File: src/rtl/mcyc_pkg.sv
package mcyc_pkg;

  typedef enum logic [1:0] {
    TAG_N = 2'b00,
    TAG_S = 2'b01,
    TAG_I = 2'b10,
    TAG_M = 2'b11
  } cyc_tag_t;

  typedef enum logic [1:0] {
    REQ_N = 2'b00,
    REQ_S = 2'b01,
    REQ_I = 2'b10
  } req_t;

  typedef enum logic [1:0] {
    ST_BOOT = 2'b00,
    ST_P1   = 2'b01,
    ST_P2   = 2'b10
  } phase_st_t;

  function automatic req_t decode_req(input logic nmreq, input logic seq);
    if (nmreq)
      return REQ_I;
    else if (seq)
      return REQ_S;
    else
      return REQ_N;
  endfunction

endpackage

File: src/rtl/mcyc_classify.sv
module mcyc_classify
  import mcyc_pkg::*;
#(
  parameter int CW       = 6,
  parameter int P1_LONG  = 44,
  parameter int P1_SHORT = 14,
  parameter int P1_SLOW  = 42
) (
  input  req_t         req,
  input  logic         legacy,
  input  cyc_tag_t     last_tag,
  input  logic         last_was_i,
  output cyc_tag_t     start_tag,
  output logic [CW-1:0] start_len
);

  always_comb begin
    start_tag = TAG_N;
    start_len = CW'(P1_LONG);
    unique case (req)
      REQ_S: begin
        start_tag = TAG_S;
        start_len = CW'(P1_SHORT);
      end
      REQ_I: begin
        if (legacy && last_was_i) begin
          // run of internal cycles: later members run as non-sequential
          start_tag = TAG_N;
          start_len = CW'(P1_LONG);
        end else if (legacy && last_tag == TAG_N) begin
          start_tag = TAG_I;
          start_len = CW'(P1_SLOW);
        end else begin
          start_tag = TAG_I;
          start_len = CW'(P1_SHORT);
        end
      end
      default: begin
        start_tag = TAG_N;
        start_len = CW'(P1_LONG);
      end
    endcase
  end

endmodule

File: src/rtl/mcyc_merge.sv
module mcyc_merge
  import mcyc_pkg::*;
(
  input  logic     at_check,
  input  cyc_tag_t cur_tag,
  input  req_t     req,
  input  logic     a2,
  input  logic     a3,
  input  logic     legacy,
  output logic     merge_now
);

  logic addr_block;

  assign addr_block = legacy && a2 && a3;
  assign merge_now  = at_check && (cur_tag == TAG_I) && (req == REQ_S) && !addr_block;

endmodule

File: src/rtl/mcyc_phase_gen.sv
module mcyc_phase_gen
  import mcyc_pkg::*;
#(
  parameter int CW       = 6,
  parameter int P1_LONG  = 44,
  parameter int P1_SHORT = 14,
  parameter int P2_LEN   = 14
) (
  input  logic          clk,
  input  logic          rst_n,
  input  cyc_tag_t      start_tag,
  input  logic [CW-1:0] start_len,
  input  logic          merge_now,
  output logic          phase1,
  output logic          phase2,
  output logic          done,
  output logic          booting,
  output logic          at_check,
  output cyc_tag_t      tag
);

  phase_st_t     st;
  logic [CW-1:0] cnt;
  logic [CW-1:0] p1_len;

  always_ff @(posedge clk or negedge rst_n) begin
    if (!rst_n) begin
      st     <= ST_BOOT;
      cnt    <= '0;
      p1_len <= CW'(P1_SHORT);
      tag    <= TAG_N;
    end else begin
      unique case (st)
        ST_BOOT: begin
          st     <= ST_P1;
          cnt    <= '0;
          p1_len <= start_len;
          tag    <= start_tag;
        end
        ST_P1: begin
          if (merge_now) begin
            p1_len <= CW'(P1_LONG);
            tag    <= TAG_M;
            cnt    <= CW'(cnt + CW'(1));
          end else if (cnt == p1_len - CW'(1)) begin
            st  <= ST_P2;
            cnt <= '0;
          end else begin
            cnt <= CW'(cnt + CW'(1));
          end
        end
        ST_P2: begin
          if (cnt == CW'(P2_LEN - 1)) begin
            st     <= ST_P1;
            cnt    <= '0;
            p1_len <= start_len;
            tag    <= start_tag;
          end else begin
            cnt <= CW'(cnt + CW'(1));
          end
        end
        default: st <= ST_BOOT;
      endcase
    end
  end

  assign phase1   = (st == ST_P1);
  assign phase2   = (st == ST_P2);
  assign done     = (st == ST_P2) && (cnt == CW'(P2_LEN - 1));
  assign booting  = (st == ST_BOOT);
  assign at_check = (st == ST_P1) && (cnt == CW'(P1_SHORT - 1));

endmodule

File: src/rtl/mcyc_seq.sv
module mcyc_seq
  import mcyc_pkg::*;
#(
  parameter int P1_LONG  = 44,
  parameter int P1_SHORT = 14,
  parameter int P2_LEN   = 14
) (
  input  logic       clk,
  input  logic       rst_n,
  input  logic       nmreq,
  input  logic       seq,
  input  logic       a2,
  input  logic       a3,
  input  logic       legacy,
  output logic       phase1,
  output logic       phase2,
  output logic [1:0] cyc_tag,
  output logic       cycle_done
);

  localparam int P1_SLOW = 2 * P1_SHORT + P2_LEN;
  localparam int MAX_A   = (P1_LONG > P1_SLOW) ? P1_LONG : P1_SLOW;
  localparam int MAX_L   = (MAX_A > P2_LEN) ? MAX_A : P2_LEN;
  localparam int CW      = $clog2(MAX_L + 1);

  req_t          req;
  cyc_tag_t      tag;
  cyc_tag_t      start_tag;
  cyc_tag_t      last_tag;
  logic [CW-1:0] start_len;
  logic          merge_now;
  logic          booting;
  logic          at_check;
  logic          cur_req_i;
  logic          last_was_i;
  logic          advance;

  assign req        = decode_req(nmreq, seq);
  assign last_tag   = booting ? TAG_S : tag;
  assign last_was_i = booting ? 1'b0 : cur_req_i;
  assign advance    = booting || cycle_done;

  mcyc_classify #(
    .CW(CW), .P1_LONG(P1_LONG), .P1_SHORT(P1_SHORT), .P1_SLOW(P1_SLOW)
  ) u_classify (
    .req       (req),
    .legacy    (legacy),
    .last_tag  (last_tag),
    .last_was_i(last_was_i),
    .start_tag (start_tag),
    .start_len (start_len)
  );

  mcyc_merge u_merge (
    .at_check (at_check),
    .cur_tag  (tag),
    .req      (req),
    .a2       (a2),
    .a3       (a3),
    .legacy   (legacy),
    .merge_now(merge_now)
  );

  mcyc_phase_gen #(
    .CW(CW), .P1_LONG(P1_LONG), .P1_SHORT(P1_SHORT), .P2_LEN(P2_LEN)
  ) u_phase (
    .clk      (clk),
    .rst_n    (rst_n),
    .start_tag(start_tag),
    .start_len(start_len),
    .merge_now(merge_now),
    .phase1   (phase1),
    .phase2   (phase2),
    .done     (cycle_done),
    .booting  (booting),
    .at_check (at_check),
    .tag      (tag)
  );

  // whether the running cycle came from an internal announcement
  always_ff @(posedge clk or negedge rst_n) begin
    if (!rst_n)
      cur_req_i <= 1'b0;
    else if (advance)
      cur_req_i <= (req == REQ_I);
    else if (merge_now)
      cur_req_i <= 1'b0;
  end

  assign cyc_tag = tag;

endmodule

File: config.mk
export PLATFORM = sky130hd
export DESIGN_NAME = mcyc_seq
export DESIGN_NICKNAME = d
export VERILOG_FILES = /design/src/rtl/mcyc_pkg.sv /design/src/rtl/mcyc_classify.sv /design/src/rtl/mcyc_merge.sv /design/src/rtl/mcyc_phase_gen.sv /design/src/rtl/mcyc_seq.sv
export SDC_FILE = /design/constraint.sdc
export NUM_CORES = 1
export LEC_CHECK = 0
export BUFFER_PORTS_ARGS = -buffer_cell sky130_fd_sc_hd__buf_4
export CAP_MARGIN = 20
export CORE_AREA = 4 4 46 48
export CTS_CLUSTER_SIZE = 30
export DETAILED_ROUTE_END_ITERATION = 10
export DIE_AREA = 0 0 50 52
export GPL_ROUTABILITY_DRIVEN = 0
export PLACE_DENSITY = 0.8
export REMOVE_ABC_BUFFERS = 1
export SETUP_SLACK_MARGIN = 0.15
export SLEW_MARGIN = 20
export SYNTH_ARGS = -nofsm -noshare
export SYNTH_HDL_FRONTEND = slang
export SYNTH_SLANG_ARGS = --single-unit
File: constraint.sdc
create_clock -name clk -period 4 [get_ports clk]
set_clock_uncertainty 0.05 [all_clocks]
set_input_delay 0.4 -clock clk [delete_from_list [all_inputs] [get_ports clk]]
set_output_delay 0.4 -clock clk [all_outputs]
set_load 0.02 [all_outputs]
==> results.md, run 1 <==
* Total number of vias at 779
* Longest Clk Path Bufs at 2
* Highest Clock Rate at 408 MHz
* Final worst slack at 1.55 ns
* Clock transition at path regs at 0.10 ns
* Fin Setup TNS at 0 ns
* DP Worst Slack at 1.56 ns
* Critical Path Sink Type: flop
* Distinct cell type count after synthesis at 36
* Core area at 1710 µm²
* WL met2 at 931 µm
* Synthesis-to-finish area growth at 15.2%
* Most frequent cells in the layout: dfrtp_1, nand2_1, buf_4
* Die Area at 2600 µm²
* Met1 Wirelength at 891 µm
* Crit path required time at 4.15 ns
* DRT Pass-1 Iters at 4
* VDD IR max at 0.464 mV
* TritonCTS clock tree: built
* FILL cells at 128
* Most common cell after layout, fill and taps aside: dfrtp_1
* Uppermost layer routed: met4
* P_leak at 0.530 nW
* Initial Utilization at 57.2%
* Worst Setup Start Kind: flop
* Pwr/cell area at 682 nW/µm²
* FP Rows at 15
* Final wirelength at 1970 µm
* Worst path slowest cell: or4_4
* Worst-path cell chain: inv_1 > ha_1 > or3b_4 > or4_4 > nor3b_1 > o21ai_2 > mux2_2
* Net count, final at 130
* Syn avg cell area at 9.68 µm²
* Seq/Total Area, Yosys at 36.1%
* Die H at 52 µm
* Global-route wire length before repair at 3250 µm
* Slew margin rel. at 66.4%
* IO Pins at 12
* Worst Tran Pin Value at 0.504 ns
* Post-CTS Setup Bufs at 0
* Initial DRC count at 20
* Clk_lat worst skew at 0.30 ns
* Initial antenna violation count at 0
* HPWL after detailed placement at 1470 µm
* Max Slew Vio Count at 0
* Share of cells above drive strength 1 at 24.6%
* Final hold vios at 0
* Routed wire per std cell at 14.2 µm
* Drt drc at 0
* Period minus WS final at 2.45 ns
* Vias in the first global route at 712
* GRT Util Overall at 16.9%
* Yosys warnings at 0
* Largest net degree at the start of global routing at 15
* Post-synthesis cell area at 977 µm²
* DR WL met3 at 106 µm
* Vias per cell at 5.60
* Hold WC Path Type: in -> reg
* CTS Sinks at 14
* Ys async rst share at 100%
* FF+latch count, synth at 14
* Syn Inst Count at 101
* WP data arrival at 2.59 ns
* Unrepaired setup endpoints after global routing: false
* Crit-path max cell delay at 0.59 ns
* Synth Flop Type: dfrtp_1
* Die span in x at 50 µm
* Fin crit share at 61.2%
* Antenna cell count at 0
* Post-route ant nets at 0
* WS Path Type: reg -> reg
* CTS HTree Levels at 1
* Number of synthesized flops with an enable pin at 0
* Congestion Overflow GR at 0
* Max-Cap Viols at 0
* Status: completed
* Root Driver: clkbuf_4
* CTS Buf Count at 3
* Final setup violating endpoints at 0
* CP max FO at 6
* I/O Buffers at 11
==> worst paths after layout <==
check,start,to,slack [ns],depth (start not counted)
max reg2reg,u_phase.cnt[1],u_phase.st[1],1.55,7
max,u_phase.cnt[1],u_phase.st[1],1.55,7
max in group asynchronous,rst_n,u_phase.p1_len[2],3.20,2
min in group asynchronous,rst_n,u_phase.tag[0],0.44,2
min,nmreq,cur_req_i,0.32,3
min reg2reg,u_phase.p1_len[2],u_phase.p1_len[2],0.46,2
==> registers in the layout, summed over array words and instances, names as in the netlist <==
name            count
u_phase.p1_len      3
u_phase.cnt         6
u_phase.st          2
u_phase.tag         2
cur_req_i           1
==> through the flow <==
step                      util (%)  cells  hold slack (ns)  power, W  cell area, µm²
after global placement        63.2    134            0.210  0.000649            1080
after CTS                     65.9    139            0.319  0.000770            1130
after global routing          65.9    139            0.366  0.000827            1130
after detailed placement      63.2    134            0.215  0.000660            1080
after floorplan                  -     98           0.0544  0.000556             966
final                         65.9    139            0.321  0.000768            1130
==> synth_stat cells, drive strengths merged (3+ instances only) <==
cell type / number / area share [%]
nand2: 11 / 4.2
dfrtp: 12 / 31
mux2: 3 / 3.5
a21oi: 3 / 2.7
nor2: 6 / 2.3
o21ai: 5 / 2.9
nand3: 4 / 2.0
o31ai: 3 / 2.3
ha: 8 / 10
nor2b: 3 / 1.9
nor3: 3 / 2.7
mux2i: 4 / 4.1
inv: 9 / 3.5
a22o: 3 / 2.7
==> power breakdown <==
group,switching (W),internal (W)
Combinational,0.000227,0.000199
Sequential,0.0000415,0.000192
Clock,0.0000533,0.0000556
Total,0.000321,0.000446
==> logic make-up after synthesis <==
kind of cell / share of synthesized area (%)
XOR/XNOR: 0.896
adder cells (fa/ha/maj): 10.2
AO/OA/AOI/OAI: 17.3
buffers and inverters: 4.61
multiplexers: 7.55
AND/OR/NAND/NOR: 23.3
flip-flops: 36.1
==> what timing repair did <==
item / 4_1_cts / 5_1_grt
resized for setup: 0 / 0
hold endpoints to repair: 12 / 0
hold buffers: 1 / 0
==> critical path: cells and delay by family, from the launching register on <==
family	cells	cell delay, ns
fa+ha+maj	1	0.12
mux	1	0.35
flops	1	0.45
compound gates	1	0.16
simple gates	3	1.14
buf+inv	1	0.08
==> metal layers <==
layer  vias to the layer above  track usage, %
met2                        26            27.8
met4                         0            8.29
met3                         5            3.15
met5                         -               0
li1                        390               -
met1                       358            21.0
==> layout make-up <==
class	count	area (µm²)	area share, %
well taps	25	31.3	2.78
flip-flops and latches	14	353	31.3
clock buffers	4	36.3	3.22
inverters	9	33.8	3.00
multi-input cells	75	579	51.4
repair buffers	12	92.6	8.22
No activity file was read; power rests on OpenSTA's default activity.
==> run 2, diff against run 1 <==
- ABC_AREA: not set -> 1
- CORE_AREA: 4 4 46 48 -> 4 4 49 51
- DIE_AREA: 0 0 50 52 -> 0 0 53 55
- PLACE_DENSITY: 0.8 -> 0.77
- clock period: 4 -> 2.3 ns (I/O delays scaled with it)
==> run 2 against run 1 <==
Compared with the run above:
- sequential power grew 81%
- final cell count grew 36%
- register-to-register slack lost 1.1 ns
- non-clock buffer count is the same
- die area grew 12%
- synthesized cell count grew 47%
- largest power group unchanged
- highest routed layer unchanged
==> results.md, run 2 <==
* Fin crit share at 79.7% (was 61.2%)
* IO Pins at 12 (unchanged)
* Most common cell after layout, fill and taps aside: nand2_1 (was dfrtp_1)
* CTS HTree Levels at 1 (unchanged)
* Number of synthesized flops with an enable pin at 0 (unchanged)
* WS Path Type: reg -> reg (unchanged)
* Root Driver: clkbuf_4 (unchanged)
* Worst Tran Pin Value at 0.368 ns (was 0.504 ns)
* Yosys warnings at 0 (unchanged)
* Largest register FFs at 6 (unchanged)
* Period minus WS final at 1.83 ns (was 2.45 ns)
* Vias in the first global route at 901 (was 712)
* Share of cells above drive strength 1 at 21.6% (was 24.6%)
* Die H at 55 µm (was 52 µm)
* Most frequent cells in the layout: nand2_1, inv_1, nor2_1 (was dfrtp_1, nand2_1, buf_4)
* Largest net degree at the start of global routing at 15 (unchanged)
* FF+latch count, synth at 14 (unchanged)
* Total Power at 0.00138 W (was 0.000768 W)
* Syn Inst Count at 148 (was 101)
* VDD IR max at 0.638 mV (was 0.464 mV)
* Seq/Total Area, Yosys at 32.6% (was 36.1%)
* Unrepaired setup endpoints after global routing: false (unchanged)
* Synth Flop Type: dfrtp_1 (unchanged)
* Core area at 1940 µm² (was 1710 µm²)
* Crit path required time at 2.45 ns (was 4.15 ns)
* CTS Buf Count at 3 (unchanged)
* Most frequent cells after synthesis: nand2_1, inv_1, nor2_1, nand3_1, dfrtp_1 (was dfrtp_1, nand2_1, inv_1, ha_1, nor2_1)
* Worst-path cell chain: inv_1 > ha_1 > nand2_1 > nand2_1 > inv_1 > nand3_1 > nor2_1 > nand3_2 > nand3b_1 > nand2_1 (was inv_1 > ha_1 > or3b_4 > or4_4 > nor3b_1 > o21ai_2 > mux2_2)
* Longest Clk Path Bufs at 2 (unchanged)
* Global-route wire length before repair at 4000 µm (was 3250 µm)
* Max-Cap Viols at 0 (unchanged)
* FILL cells at 188 (was 128)
* Reg area at 353 µm² (unchanged)
* TritonCTS clock tree: built (unchanged)
* HPWL after detailed placement at 1780 µm (was 1470 µm)
* CP dominant cell by count: nand2_1
* Post-route ant nets at 0 (unchanged)
* Net count, final at 178 (was 130)
* Final hold vios at 0 (unchanged)
* Final core utilization at 63.6% (was 65.9%)
* Clk_lat worst skew at 0.30 ns (about the same)
* Routed wire per std cell at 12.2 µm (was 14.2 µm)
* I/O Buffers at 11 (unchanged)
* Slew margin rel. at 75.5% (was 66.4%)
* Min Hold Slack at 0.190 ns (was 0.321 ns)
* Initial Utilization at 55.8% (was 57.2%)
* P_leak at 0.614 nW (was 0.530 nW)
* GRT Util Overall at 19.1% (was 16.9%)
* Biggest regs: u_phase.cnt x6, u_phase.p1_len x3 (unchanged)
* Drt drc at 0 (unchanged)
* Total number of vias at 958 (was 779)
* Post-synthesis cell area at 1080 µm² (was 977 µm²)
* Cell taking the most area after synthesis: dfrtp_1 (unchanged)
* Post-CTS Setup Bufs at 0 (unchanged)
* Syn avg cell area at 7.32 µm² (was 9.68 µm²)
* Placed Cells at 184 (was 134)
* Clock transition at path regs at 0.09 ns (was 0.10 ns)
* Crit-path max cell delay at 0.57 ns (was 0.59 ns)
* Initial antenna violation count at 0 (unchanged)
* Hold WC Path Type: in -> reg (unchanged)
* DRT Pass-1 Iters at 4 (unchanged)
* Ys async rst share at 100% (unchanged)
* Final non-filler cell total at 189 (was 139)
* Max Slew Vio Count at 0 (unchanged)
* Worst path slowest cell: dfstp_2 (was or4_4)
* Area of the multi-input gates at 632 µm² (was 579 µm²)
* CP max FO at 7 (was 6)
* PostCTS Resize Cnt at 0 (unchanged)
* Die span in x at 53 µm (was 50 µm)
* Fin Setup TNS at 0 ns (unchanged)
* Vias per cell at 5.07 (was 5.60)
* Final setup violating endpoints at 0 (unchanged)
* Final wirelength at 2310 µm (was 1970 µm)
* Pwr/cell area at 1120 nW/µm² (was 682 nW/µm²)
* Synthesis-to-finish area growth at 14.0% (was 15.2%)
* Distinct cell type count after synthesis at 27 (was 36)
* Most common cell in the netlist: nand2_1 (was dfrtp_1)
* Critical Path Sink Type: flop (unchanged)
* Worst Setup Start Kind: flop (unchanged)
* Congestion Overflow GR at 0 (unchanged)
* CTS Sinks at 14 (unchanged)
* Status: completed (unchanged)
* Antenna cell count at 0 (unchanged)
* WP data arrival at 1.98 ns (was 2.59 ns)
* Area contributors post-synth: dfrtp_1, nand2_1, ha_1, inv_1, nand3_1 (was dfrtp_1, ha_1, dfstp_2, nand2_1, mux2i_1)
* Largest Register: u_phase.cnt (unchanged)
* FP Rows at 16 (was 15)
* Die Area at 2920 µm² (was 2600 µm²)
* Hold_buf cts at 1 (unchanged)
* Highest Clock Rate at 545 MHz (was 408 MHz)
* Post-synth top area share at 27.7% (was 30.7%)
* Initial DRC count at 13 (was 20)
run 2: cells by family (layout without fill, tap and decap cells):
logic type | count (synthesis) | count (layout) | share of synthesized area [%]
simple gates | 84 | 84 | 37.9
buf+inv | 25 | 39 | 9.12
compound gates | 15 | 15 | 9.58
flops | 14 | 14 | 32.6
fa+ha+maj | 8 | 8 | 9.24
xor+xnor | 2 | 2 | 1.62
run 2: metal layers:
metal / vias to the layer above / GRT usage [%] / wire length (µm)
met4: 0 / 7.66 / 35
met5: - / 0 / 0
met1: 437 / 24.9 / 1110
met3: 5 / 2.41 / 82
li1: 495 / - / -
met2: 21 / 32.2 / 1080
run 2: worst max-delay path: cells and delay by family, from the launching register on:
family | cells | cell delay, ns
adders and majority gates | 1 | 0.31
DFF | 1 | 0.57
buffers and inverters | 2 | 0.10
and+or+nand+nor | 7 | 0.73
run 2: report_power, final:
group / switching [W] / internal (W) / leakage [nW]
combinational: 0.000487 / 0.000282 / 0.416
sequential: 0.0000814 / 0.000342 / 0.177
clock: 0.0000908 / 0.0000966 / 0.0210
run 2: through the flow:
| step | area, µm² | worst slack [ns] |
|---|---|---|
| 6_report | 1230 | 0.467 |
| 5_1_grt | 1230 | 0.339 |
| 4_1_cts | 1230 | 0.463 |
| 3_5_place_dp | 1190 | 0.482 |
| 3_3_place_gp | 1190 | 0.483 |
| 2_1_floorplan | 1070 | 0.596 |
run 2: area by class of cell:
class	instances	area share, %
Sequential cell	14	28.6
Tap cell	27	2.74
Timing Repair Buffer	12	7.50
Clock buffer	4	2.94
Inverter	23	7.09
Multi-Input combinational cell	109	51.2
run 2: worst paths after layout:
path / start / end / slack (ns) / cells after the start
worst min register to register: u_phase.p1_len[2] / u_phase.p1_len[2] / 0.44 / 2
worst min-delay path: nmreq / cur_req_i / 0.19 / 3
max in group asynchronous: rst_n / u_phase.p1_len[1] / 1.68 / 2
worst max-delay path: u_phase.p1_len[1] / u_phase.cnt[1] / 0.47 / 10
worst max register to register: u_phase.p1_len[1] / u_phase.cnt[1] / 0.47 / 10
min in group asynchronous: rst_n / u_phase.st[0] / 0.27 / 2
==> run 3, diff against run 2 <==
- ABC_AREA: 1 -> 0
- CORE_AREA: 4 4 49 51 -> 4 4 47 49
- DIE_AREA: 0 0 53 55 -> 0 0 51 53
- clock period: 2.3 -> 1.9 ns (I/O delays scaled with it)
==> run 3 against run 2 <==
Compared with the run above:
- the run now ends with setup timing left
- via count decreased by 6.7%
- combinational power increased by 77%
- sequential power increased by 7.1%
- fmax fell by 24%
- global-route usage up 3.1 points
==> results.md, run 3 (synthesis gave the netlist of run 1 again) <==
* Status: complete, but fails checks (was completed)
* Failing checks: setup timing
* Reg2Reg Setup Slack at -0.51 ns (was 0.47 ns)
* Largest net degree at the start of global routing at 15 (unchanged)
* Synthesis-to-finish area growth at 40.1% (was 14.0%)
* Most common cell after layout, fill and taps aside: buf_4 (was nand2_1)
* Post-route ant nets at 0 (unchanged)
* Clk_lat worst skew at 0.29 ns (was 0.30 ns)
* TritonCTS clock tree: built (unchanged)
* Net count, final at 152 (was 178)
* Vias in the first global route at 935 (was 901)
* Total number of vias at 894 (was 958)
* Biggest regs: u_phase.cnt x6, u_phase.p1_len x3 (unchanged)
* Largest register FFs at 6 (unchanged)
* Worst R2R Path Depth at 8 (was 10)
* HPWL after detailed placement at 1860 µm (was 1780 µm)
* FP Rows at 16 (unchanged)
* IO Pins at 12 (unchanged)
* Final setup violating endpoints at 15 (was 0)
* Pwr/cell area at 1490 nW/µm² (was 1120 nW/µm²)
* Area post-placement at 1240 µm² (was 1190 µm²)
* Period minus WS final at 2.41 ns (was 1.83 ns)
* CTS Buf Count at 3 (unchanged)
* Final hold vios at 0 (unchanged)
* Worst Setup Start Kind: flop (unchanged)
* Max-Cap Viols at 0 (unchanged)
* P_leak at 0.671 nW (was 0.614 nW)
* Clock transition at path regs at 0.09 ns (about the same)
* Core area at 1860 µm² (was 1940 µm²)
* WP data arrival at 2.60 ns (was 1.98 ns)
* Worst Tran Pin Value at 0.532 ns (was 0.368 ns)
* Most frequent cells in the layout: buf_4, dfrtp_1, nand2_1 (was nand2_1, inv_1, nor2_1)
* Hold endpoint: cur_req_i (unchanged)
* CP max FO at 4 (was 7)
* Routed wire per std cell at 15.7 µm (was 12.2 µm)
* VDD IR max at 1.22 mV (was 0.638 mV)
* Share of cells above drive strength 1 at 43.4% (was 21.6%)
* Min Hold Slack at 0.145 ns (was 0.190 ns)
* Die H at 53 µm (was 55 µm)
* Longest Clk Path Bufs at 2 (unchanged)
* Global-route wire length before repair at 4300 µm (was 4000 µm)
* Initial antenna violation count at 0 (unchanged)
* Vias per cell at 5.48 (was 5.07)
* Unrepaired setup endpoints after global routing: true (was false)
* Placed Cells at 157 (was 184)
* CTS HTree Levels at 1 (unchanged)
* Die span in x at 51 µm (was 53 µm)
* Crit path required time at 2.09 ns (was 2.45 ns)
* Critical Path Sink Type: flop (unchanged)
* Root Driver: clkbuf_4 (unchanged)
* DRT Pass-1 Iters at 4 (unchanged)
* Die Area at 2700 µm² (was 2920 µm²)
* Highest Clock Rate at 415 MHz (was 545 MHz)
* Largest Register: u_phase.cnt (unchanged)
* Final non-filler cell total at 163 (was 189)
* WS Path Type: reg -> reg (unchanged)
* CTS Sinks at 14 (unchanged)
* Slew margin rel. at 64.6% (was 75.5%)
* Design area at 1370 µm² (was 1230 µm²)
* Final worst slack at -0.508 ns (was 0.467 ns)
* Drt drc at 0 (unchanged)
* Initial Utilization at 52.5% (was 55.8%)
* I/O Buffers at 11 (unchanged)
* Initial DRC count at 19 (was 13)
* Congestion Overflow GR at 0 (unchanged)
* Worst Hold Depth at 3 (unchanged)
* Hold path startpoint: nmreq (unchanged)
* Max Slew Vio Count at 0 (unchanged)
* GRT Util Overall at 22.2% (was 19.1%)
* RR Startpoint: u_phase.cnt[1] (was u_phase.p1_len[1])
* Final wirelength at 2550 µm (was 2310 µm)
* Hold WC Path Type: in -> reg (unchanged)
* Antenna cell count at 0 (unchanged)
* Fin crit share at 127% (was 79.7%)
* Worst reg2reg endpoint: u_phase.cnt[0] (was u_phase.cnt[1])
## run 3: through the flow
step	worst slack (ns)	setup TNS (ns)	power [W]	util (%)
global route	-0.564	-7.03	0.00218	73.5
global placement	-0.361	-3.54	0.00159	66.6
finish	-0.508	-5.92	0.00204	73.5
CTS	-0.525	-5.90	0.00203	73.5
floorplan	-0.450	-3.07	0.00117	-
detailed placement	-0.512	-5.34	0.00165	66.6
## run 3: where the power goes
group / internal [W] / switching [W]
clock network: 0.000117 / 0.000113
registers: 0.000404 / 0.0000501
logic: 0.000689 / 0.000667
total: 0.00121 / 0.000830
## run 3: cell type report
class / count / area [µm²]
tap: 27 / 33.8
inverter: 9 / 33.8
sequential: 14 / 353
clock buffer: 4 / 36.3
fill: 135 / 493
timing repair buffer: 34 / 265
multi-input combinational: 75 / 647
## run 3: routing by layer
layer	up-vias	global-route usage, %	wire, µm
met2	21	42.3	1360
met1	438	23.4	1030
met5	-	0	0
met3	7	3.94	102
met4	0	10.3	61
li1	428	-	-
## run 3: how the worst max path moves through the flow
stage	from	end	slack [ns]	cells past startpoint
floorplan	u_phase.cnt[1]	u_phase.st[1]	-0.45	7
global placement	u_phase.cnt[1]	u_phase.st[1]	-0.36	7
detailed placement	u_phase.cnt[1]	u_phase.st[1]	-0.51	7
CTS	u_phase.cnt[1]	u_phase.st[1]	-0.53	7
global route	u_phase.cnt[1]	u_phase.st[0]	-0.56	8
finish	u_phase.cnt[1]	u_phase.cnt[0]	-0.51	8
## run 3: repair_timing
action                     CTS  global route
buffers inserted             1             0
resized for setup           17             0
pin swaps                    4             3
hold buffers                 1             0
setup endpoints to repair   15            15
hold endpoints to repair    14             0
## run 3: worst max-delay path, stage by stage (launching register included)
cell and delay [ns]:
dfrtp_1 0.40, inv_1 0.07, ha_2 0.17, or3b_4 0.39, or4_4 0.54, buf_4 0.16, and4bb_4 0.20, nor3_4 0.20
mux2_4 0.19
